===== config.mk =====
export PLATFORM = sky130hd
export DESIGN_NAME = intr_prio_unit
export DESIGN_NICKNAME = d
export VERILOG_FILES = /design/src/rtl/intr_prio_pkg.sv /design/src/rtl/intr_vec_search.sv /design/src/rtl/intr_prio_gate.sv /design/src/rtl/intr_prio_unit.sv
export SDC_FILE = /design/constraint.sdc
export NUM_CORES = 2
export LEC_CHECK = 0
export BUFFER_PORTS_ARGS = -buffer_cell sky130_fd_sc_hd__buf_2
export CAP_MARGIN = 20
export CORE_ASPECT_RATIO = 1.2
export CORE_UTILIZATION = 39
export CTS_BUF_LIST = sky130_fd_sc_hd__clkbuf_4
export CTS_CLUSTER_DIAMETER = 200
export DETAILED_ROUTE_END_ITERATION = 10
export PLACE_DENSITY = 0.64
export SKIP_CTS_REPAIR_TIMING = 1
export SYNTH_ARGS = -nofsm -noshare
export SYNTH_HDL_FRONTEND = slang
export SYNTH_SLANG_ARGS = --single-unit

===== constraint.sdc =====
create_clock -name clk -period 15 [get_ports clk]
set_input_delay 3 -clock clk [delete_from_list [all_inputs] [get_ports clk]]
set_output_delay 3 -clock clk [all_outputs]
set_load 0.005 [all_outputs]

===== src/rtl/intr_prio_pkg.sv =====
package intr_prio_pkg;
    localparam int IPU_NUM_VEC = 256;
    localparam int IPU_WORD_W  = 32;
    localparam int IPU_CLS_W   = 4;
    localparam int IPU_MIN_VEC = 16;
endpackage


===== src/rtl/intr_vec_search.sv =====
// Highest-set-bit search over a wide bitmap, done word by word.
module intr_vec_search #(
    parameter int NUM_VEC = 256,
    parameter int WORD_W  = 32,
    localparam int VEC_W     = $clog2(NUM_VEC),
    localparam int NUM_WORDS = NUM_VEC / WORD_W,
    localparam int OFF_W     = $clog2(WORD_W)
) (
    input  logic [NUM_VEC-1:0] bits_i,
    input  logic               gate_i,
    output logic               found_o,
    output logic [VEC_W-1:0]   vec_o
);
    logic [NUM_WORDS-1:0] word_any;
    logic [OFF_W-1:0]     word_off [NUM_WORDS];
    logic                 found_raw;
    logic [VEC_W-1:0]     vec_raw;

    for (genvar w = 0; w < NUM_WORDS; w++) begin : g_word
        assign word_any[w] = |bits_i[w*WORD_W +: WORD_W];
        always_comb begin
            word_off[w] = '0;
            for (int b = 0; b < WORD_W; b++) begin
                if (bits_i[w*WORD_W + b]) word_off[w] = OFF_W'(b);
            end
        end
    end

    // Higher words overwrite lower ones: top word wins.
    always_comb begin
        found_raw = 1'b0;
        vec_raw   = '0;
        for (int w = 0; w < NUM_WORDS; w++) begin
            if (word_any[w]) begin
                found_raw = 1'b1;
                vec_raw   = VEC_W'(w * WORD_W) | VEC_W'(word_off[w]);
            end
        end
    end

    assign found_o = gate_i & found_raw;
    assign vec_o   = found_o ? vec_raw : '0;
endmodule


===== src/rtl/intr_prio_gate.sv =====
// Processor priority and delivery decision.
module intr_prio_gate #(
    parameter int VEC_W = 8,
    parameter int CLS_W = 4
) (
    input  logic             enable_i,
    input  logic [VEC_W-1:0] tpr_i,
    input  logic             irr_found_i,
    input  logic [VEC_W-1:0] irr_vec_i,
    input  logic             isr_found_i,
    input  logic [VEC_W-1:0] isr_vec_i,
    output logic [VEC_W-1:0] ppr_o,
    output logic             deliver_o
);
    localparam int SUB_W = VEC_W - CLS_W;

    logic [VEC_W-1:0] isr_eff;
    logic [CLS_W-1:0] tpr_cls, isr_cls, irr_cls;

    always_comb begin
        isr_eff = isr_found_i ? isr_vec_i : '0;
        tpr_cls = tpr_i[VEC_W-1 -: CLS_W];
        isr_cls = isr_eff[VEC_W-1 -: CLS_W];
        irr_cls = irr_vec_i[VEC_W-1 -: CLS_W];
        if (tpr_cls >= isr_cls) ppr_o = tpr_i;
        else                    ppr_o = {isr_cls, {SUB_W{1'b0}}};
        deliver_o = enable_i & irr_found_i & ({irr_cls, {SUB_W{1'b0}}} > ppr_o);
    end
endmodule


===== src/rtl/intr_prio_unit.sv =====
module intr_prio_unit
    import intr_prio_pkg::*;
#(
    parameter int NUM_VEC = IPU_NUM_VEC,
    parameter int WORD_W  = IPU_WORD_W,
    parameter int CLS_W   = IPU_CLS_W,
    parameter int MIN_VEC = IPU_MIN_VEC,
    localparam int VEC_W  = $clog2(NUM_VEC)
) (
    input  logic             clk,
    input  logic             rst_n,
    input  logic             enable_i,
    input  logic             set_vld_i,
    input  logic [VEC_W-1:0] set_vec_i,
    input  logic             tpr_wr_i,
    input  logic [VEC_W-1:0] tpr_data_i,
    input  logic             ack_i,
    input  logic             eoi_i,
    output logic             has_intr_o,
    output logic [VEC_W-1:0] intr_vec_o,
    output logic [VEC_W-1:0] ppr_o,
    output logic [CLS_W-1:0] cr8_o
);
    typedef struct packed {
        logic [NUM_VEC-1:0] irr;
        logic [NUM_VEC-1:0] isr;
        logic [VEC_W-1:0]   tpr;
        logic               pend;
    } ipu_state_t;

    ipu_state_t st_d, st_q;

    logic             irr_found, isr_found, deliver;
    logic [VEC_W-1:0] irr_vec, isr_vec;
    logic             ack_take;

    intr_vec_search #(.NUM_VEC(NUM_VEC), .WORD_W(WORD_W)) u_irr_search (
        .bits_i (st_q.irr),
        .gate_i (st_q.pend),
        .found_o(irr_found),
        .vec_o  (irr_vec)
    );

    intr_vec_search #(.NUM_VEC(NUM_VEC), .WORD_W(WORD_W)) u_isr_search (
        .bits_i (st_q.isr),
        .gate_i (1'b1),
        .found_o(isr_found),
        .vec_o  (isr_vec)
    );

    intr_prio_gate #(.VEC_W(VEC_W), .CLS_W(CLS_W)) u_gate (
        .enable_i   (enable_i),
        .tpr_i      (st_q.tpr),
        .irr_found_i(irr_found),
        .irr_vec_i  (irr_vec),
        .isr_found_i(isr_found),
        .isr_vec_i  (isr_vec),
        .ppr_o      (ppr_o),
        .deliver_o  (deliver)
    );

    assign ack_take = ack_i & deliver;

    always_comb begin
        st_d = st_q;
        // Retire first, then take: a same-cycle acknowledge sets its bit last.
        if (eoi_i && isr_found) st_d.isr[isr_vec] = 1'b0;
        if (ack_take) begin
            st_d.irr[irr_vec] = 1'b0;
            st_d.isr[irr_vec] = 1'b1;
        end
        // A new request lands after the acknowledge clear, so it survives.
        if (set_vld_i && (set_vec_i >= VEC_W'(MIN_VEC))) st_d.irr[set_vec_i] = 1'b1;
        if (tpr_wr_i) st_d.tpr = tpr_data_i;
        st_d.pend = |st_d.irr;
    end

    always_ff @(posedge clk) begin
        if (!rst_n) st_q <= '0;
        else        st_q <= st_d;
    end

    assign has_intr_o = deliver;
    assign intr_vec_o = deliver ? irr_vec : '0;
    assign cr8_o      = st_q.tpr[VEC_W-1 -: CLS_W];

    a_r2_low_vec_ignored: assert property (@(posedge clk) disable iff (!rst_n)
        (set_vld_i && set_vec_i < VEC_W'(MIN_VEC))
        |=> st_q.irr[$past(set_vec_i)] == $past(st_q.irr[set_vec_i]));

    a_r2_no_low_offer: assert property (@(posedge clk) disable iff (!rst_n)
        has_intr_o |-> intr_vec_o >= VEC_W'(MIN_VEC));

    a_r3_offer_is_pending: assert property (@(posedge clk) disable iff (!rst_n)
        has_intr_o |-> st_q.irr[intr_vec_o]);

    a_r5_class_above_ppr: assert property (@(posedge clk) disable iff (!rst_n)
        has_intr_o |-> intr_vec_o[VEC_W-1 -: CLS_W] > ppr_o[VEC_W-1 -: CLS_W]);

    a_r6_ack_moves: assert property (@(posedge clk) disable iff (!rst_n)
        (ack_i && has_intr_o && !(set_vld_i && set_vec_i == intr_vec_o))
        |=> st_q.isr[$past(intr_vec_o)] && !st_q.irr[$past(intr_vec_o)]);

    a_r7_eoi_clears: assert property (@(posedge clk) disable iff (!rst_n)
        (eoi_i && isr_found && !(ack_i && has_intr_o && intr_vec_o == isr_vec))
        |=> !st_q.isr[$past(isr_vec)]);

    a_r9_cr8_follows_write: assert property (@(posedge clk) disable iff (!rst_n)
        tpr_wr_i |=> cr8_o == $past(tpr_data_i[VEC_W-1 -: CLS_W]));

    a_r10_disabled_quiet: assert property (@(posedge clk) disable iff (!rst_n)
        !enable_i |-> !has_intr_o);
endmodule


# After elaboration in Yosys (flattened, before gate mapping)
# Index checks and enable logic that the tools add are counted.
# word_totals
regBits	521
output_inout_bits	21
word_cells	587
# op_classes
magnitude_cmp	9
muxes	542
n_bitwise	10
n_reduce_logical	22
# ops
operator	n
two-way mux 5 bit	286
AND 256 bit	2
two-way mux 256 bit	2
two-way mux 512 bit	1
inverter 256 bit	2
OR 256 bit	2
OR reduction 32 bit	16
two-way mux 4 bit	112
OR reduction 256 bit	1
two-way mux 3 bit	56
two-way mux 8 bit	13
two-way mux 2 bit	28
two-way mux 1 bit	35
two-way mux 7 bit	4
< comparator 8 x 9 -> 1 bit, second input constant	3
demux 1 bit (select 8 bit)	3
greater-or-equal comparator 8 x 1 -> 1 bit, second input constant	3
two-way mux 6 bit	2
greater-or-equal comparator 8 x 5 -> 1 bit, second input constant	1
greater-than comparator 8 bit	1
logical AND 1 bit	5
AND 1 bit	4
greater-or-equal comparator 4 bit	1

# Longest topological paths before layout
# logic_depth
ltp_word	52
mapped_depth	36
mapped_depth_nobuf	32

# Cells and area by module
# From an unflattened synthesis, not the netlist that was laid out.
# hier_totals
cells_unflattened	3526
area_unflattened_um2	26829.5
# modules_own_cells
mod	n_inst	cells_per_inst	area_each_um2
intr_prio_unit	1	2368	20223.1
intr_vec_search	2	557	3150.5
intr_prio_gate	1	44	305.3

# Worst setup path before layout
# OpenSTA, ideal clock, no wires.
# synth_timing
kind	register to output
startpoint	register st_q[65] in the netlist's numbering
endpoint	output intr_vec_o[4]
t_arrival_ns	5.303
required_ns	12.000
slack_ns	6.697
stages_incl_launch_ff	27
path_buffers	3
cell_sequence	dfxtp_1 > or4_1 > nor2_1 > nand2_1 > nor3_1 > a21oi_1 > o211ai_1 > a21oi_1 > o21bai_1 > a21oi_1 > o21bai_1 > clkbuf_1 > clkbuf_1 > ha_1 > nand2b_1 > a211o_1 > a31oi_1 > clkbuf_1 > nor2_1 > a21o_1 > ha_1 > nand2_1 > o21ai_0 > nand2_1 > a21oi_1 > nand2_1 > nor3_1
# synth_via
elab_chain_len	22
# synth_rtl
element	line_no	source
from (decl)	intr_prio_unit.sv:31	ipu_state_t st_d, st_q;
from (signal assigned)	intr_prio_unit.sv:80	else st_q <= st_d;
two-way mux 5 bit (8 in series)	intr_vec_search.sv:24	if (bits_i[w*WORD_W + b]) word_off[w] = OFF_W'(b);
two-way mux 6 bit	intr_vec_search.sv:34	if (word_any[w]) begin
two-way mux 7 bit (2 in series)	intr_vec_search.sv:34	
two-way mux 8 bit (4 in series)	intr_vec_search.sv:34	
two-way mux 8 bit	intr_vec_search.sv:42	assign vec_o = found_o ? vec_raw : '0;
two-way mux 8 bit (*)	intr_prio_gate.sv:21	isr_eff = isr_found_i ? isr_vec_i : '0;
greater-or-equal comparator 4 bit	intr_prio_gate.sv:25	if (tpr_cls >= isr_cls) ppr_o = tpr_i;
two-way mux 8 bit (*)	intr_prio_gate.sv:25	
greater-than comparator 8 bit (*)	intr_prio_gate.sv:27	deliver_o = enable_i & irr_found_i & ({irr_cls, {SUB_W{1'b0}}} > ppr_o);
AND 1 bit (*)	intr_prio_gate.sv:27	
two-way mux 8 bit (*)	intr_prio_unit.sv:84	assign intr_vec_o = deliver ? irr_vec : '0;
to (decl)	intr_prio_unit.sv:20	output logic [VEC_W-1:0] intr_vec_o,
# Every way passes the cells marked *; elsewhere a longest branch is shown, timed or not.

# Worst setup path after layout
# layout_timing
startpoint	register st_q[77] in the netlist's numbering
endpoint	output intr_vec_o[7]
# layout_via
elab_chain_len	14
# layout_rtl
element	line_no	source
OR reduction 32 bit (*)	intr_vec_search.sv:20	assign word_any[w] = |bits_i[w*WORD_W +: WORD_W];
two-way mux 7 bit / two-way mux 1 bit (equally long branches) (2 in series)	intr_vec_search.sv:34	
two-way mux 8 bit / two-way mux 1 bit (equally long branches) (4 in series)	intr_vec_search.sv:34	
two-way mux 8 bit	intr_vec_search.sv:42	
two-way mux 8 bit (*)	intr_prio_gate.sv:21	
greater-or-equal comparator 4 bit	intr_prio_gate.sv:25	
two-way mux 8 bit (*)	intr_prio_gate.sv:25	
greater-than comparator 8 bit (*)	intr_prio_gate.sv:27	
AND 1 bit (*)	intr_prio_gate.sv:27	
two-way mux 8 bit (*)	intr_prio_unit.sv:84	
# Marks and branches as above.

==> results.toml <==
[clocking]
insertion_delay_ps = 1150
cts.sinks = 521
path_clk_slew_ps = 60
cts_buffers = 144
cts_tree = "yes"
root_buffer = "clkbuf_4"
cts_buffer_depth = 3
cts-htree-levels = 4

[yosys]
synthFlopType = "dfxtp_1"
avgSynthCellArea_sq_um = 7.37
synthArstFlopShare = 0
syn_area_sq_um = 28700
yosys.cell_types.count = 87
ys_ff_latch = 521
syn-num-nets = 3929
yosysWarnings = 0
synth-edff-count = 0
syn_inst = 3898
synth_seq_area_share = 0.363

[floorplan]
die_w_um = 250
core_sq_um = 72600
start_util = 0.396
ios = 44
fp-row-count = 108
dieHeight_um = 299
die_area_sq_um = 74800

[detailed_routing]
ant_nets = 0
wl_met2_mm = 70.3
dr_wl_met3_mm = 23.9
postRouteWirelength_mm = 173
first_iter_violations = 6307
drt-met1-wl_mm = 63.9
wl_per_cell_um = 34.5
highest_layer = "met5"
drc = 0
vias = 35400
avgViaCountPerCell = 7.03
dr.pass1.iters = 7

[grt]
grt_usage = 0.450
grt_pass1_vias = 32200
grt_overflow_total = 0
grt_max_degree = 110
grt_pass1_wl_mm = 240
antenna_found_initial = 14

[setup_path]
start_kind = "register"
crit_required_ps = 12000
cpPeakStageDelay_ps = 750
slowest_stage = "a31oi_1"
path_buf_inv = 2
cp_top_family = "compound AO/OA/AOI/OAI gates"
crit_fanout = 12
crit_path_end_kind = "output pin"
cp_data_arrival_time_ps = 8990
worst-setup-path-type = "reg -> out"
crit_chain = "nor4_1 -> nand2_1 -> nor3_1 -> nand2_1 -> o21ai_0 -> a21oi_1 -> o21ai_1 -> clkinv_1 -> ha_1 -> a211o_1 -> a31oi_1 -> nor2_1 -> a21o_1 -> ha_1 -> a21oi_1 -> o21ai_0 -> nand2_1 -> a21oi_1 -> nand2_1 -> nor2_1 -> buf_2"
crit_top_cell = "nand2_1"

[layout]
final_cell_mix = "521 x dfxtp_1, 471 x nor2_1, 378 x nand2_1"
post-route-util = 0.444
drive_above_1_share = 0.107
layout_commonest_cell = "dfxtp_1"
area.growth.synth_to_final_pct = 12.0
finalNonFillerCells = 5034
fin_nets = 4015

[sta]
skew_ps = 75.8
rsz0062_at_grt = "no"
min_period_ps = 11990
fmax_mhz = 83.4
slew_viol_final = 0
relSlewSlack = 0.128
hold_viol_final = 0
setup_viol = 0
hold_ws_ps = 474
tns_ps = 0
tightestPinTransition_ps = 1300
fin_crit_sh = 0.799

[placed_design]
dpl.hpwl_mm = 128
port_buffers = 43
gp_congestion = 1.13
dp.cells = 4768

[pwr]
combPwrFrac = 0.120
p_sw_mw = 1.02
p_leak_nw = 11.8
total_power_mw = 3.25
p_sw_frac = 0.315
clkPwrFrac = 0.451
powerDensity_nw_per_um2 = 101
ir_drop_v = 0.0000738
seqPwrFrac = 0.429
p_int_mw = 2.22

[status]
status = "finished, final reports clean"

[run]
maxCapViolations = 0

[worst_hold_path]
hp-class = "reg -> reg"
cell families after synthesis:
| family | after synthesis | share of synthesized area |
|---|---|---|
| and+or+nand+nor | 1666 | 0.283 |
| AOI/OAI and AO/OA | 1347 | 0.301 |
| DFF | 521 | 0.363 |
| buffers and inverters | 348 | 0.0471 |
| muxes | 8 | 0.00279 |
| adders and majority gates | 8 | 0.00348 |
power groups by stage:
stage	sequential (mW)	combinational (mW)	clock, mW
after floorplan	1.42	0.171	0
after global placement	1.42	0.360	0
after detailed placement	1.42	0.356	0
after CTS	1.39	0.357	1.46
after global routing	1.39	0.380	1.53
final	1.39	0.389	1.46
cells in the mapped netlist, types with 9 or more instances:
cell	number	area, sq um
o21ai_0	375	1880
or4_1	37	278
a311oi_1	30	263
a211oi_1	34	255
o311ai_0	103	902
a21o_1	22	165
clkbuf_1	179	672
a221o_1	10	100
a2111oi_0	9	78.8
and2_1	127	795
o21bai_1	36	270
buf_1	12	45.0
a21boi_0	13	97.6
nand4_1	58	363
nor3_1	116	581
a31oi_1	64	400
nor2b_1	36	225
inv_1	136	510
nor2_1	478	1790
o31ai_1	86	646
or2_2	16	100
or3_1	14	87.6
a22oi_1	51	383
o21a_1	15	113
and3_1	27	169
nand2_1	378	1420
o41ai_1	9	78.8
nand3_1	145	726
o2111ai_1	14	123
nor4_1	141	882
o211ai_1	20	150
a221oi_1	12	105
a22o_1	33	289
buf_2	13	65.1
nand2b_1	43	269
o21ai_1	16	80.1
a21oi_1	325	1630
dfxtp_1	521	10400
worst reg2reg max path: cells and delay by family, from the launching register on:
family	cells	cell delay [ps]
AO/OA/AOI/OAI	11	4430
flip-flops	1	350
AND/OR/NAND/NOR	14	5240
adder cells (fa/ha/maj)	2	710
buffers and inverters	1	500
final cells by class:
cell class	instances	area, sq um
Antenna cell	14	35.0
Fill cell	7642	40400
Inverter	138	526
Clock buffer	205	1540
Clock inverter	42	398
Sequential cell	521	10400
Timing Repair Buffer	150	1020
Multi-Input combinational cell	3029	17100
Tap cell	935	1170
routing by layer:
metal  GRT usage  up-vias
met5           0        -
met4       0.331       12
met3       0.154      792
met2       0.647     3034
met1       0.555    16700
li1            -    14800
sequential cells by signal (all words and copies together), names as in the netlist:
| name | count |
|---|---|
| st_q | 517 |
| cr8_o | 4 |
through the flow:
step / worst slack (ps) / cell area, sq um
after CTS: 3360 / 32100
after floorplan: 6700 / 28700
after detailed placement: 4220 / 30200
after global routing: 2590 / 32200
after global placement: 4260 / 30200
final: 3010 / 32200
worst paths after layout:
path                   from       endpoint  slack, ps  depth (start not counted)
setup / recovery   st_q[77]  intr_vec_o[7]       3010                         21
hold / removal    st_q[137]      st_q[137]        470                          2
setup reg to reg   st_q[77]        st_q[0]       3680                         28
hold reg to reg   st_q[137]      st_q[137]        470                          2
Note: power is estimated with default switching activity, not from simulation.
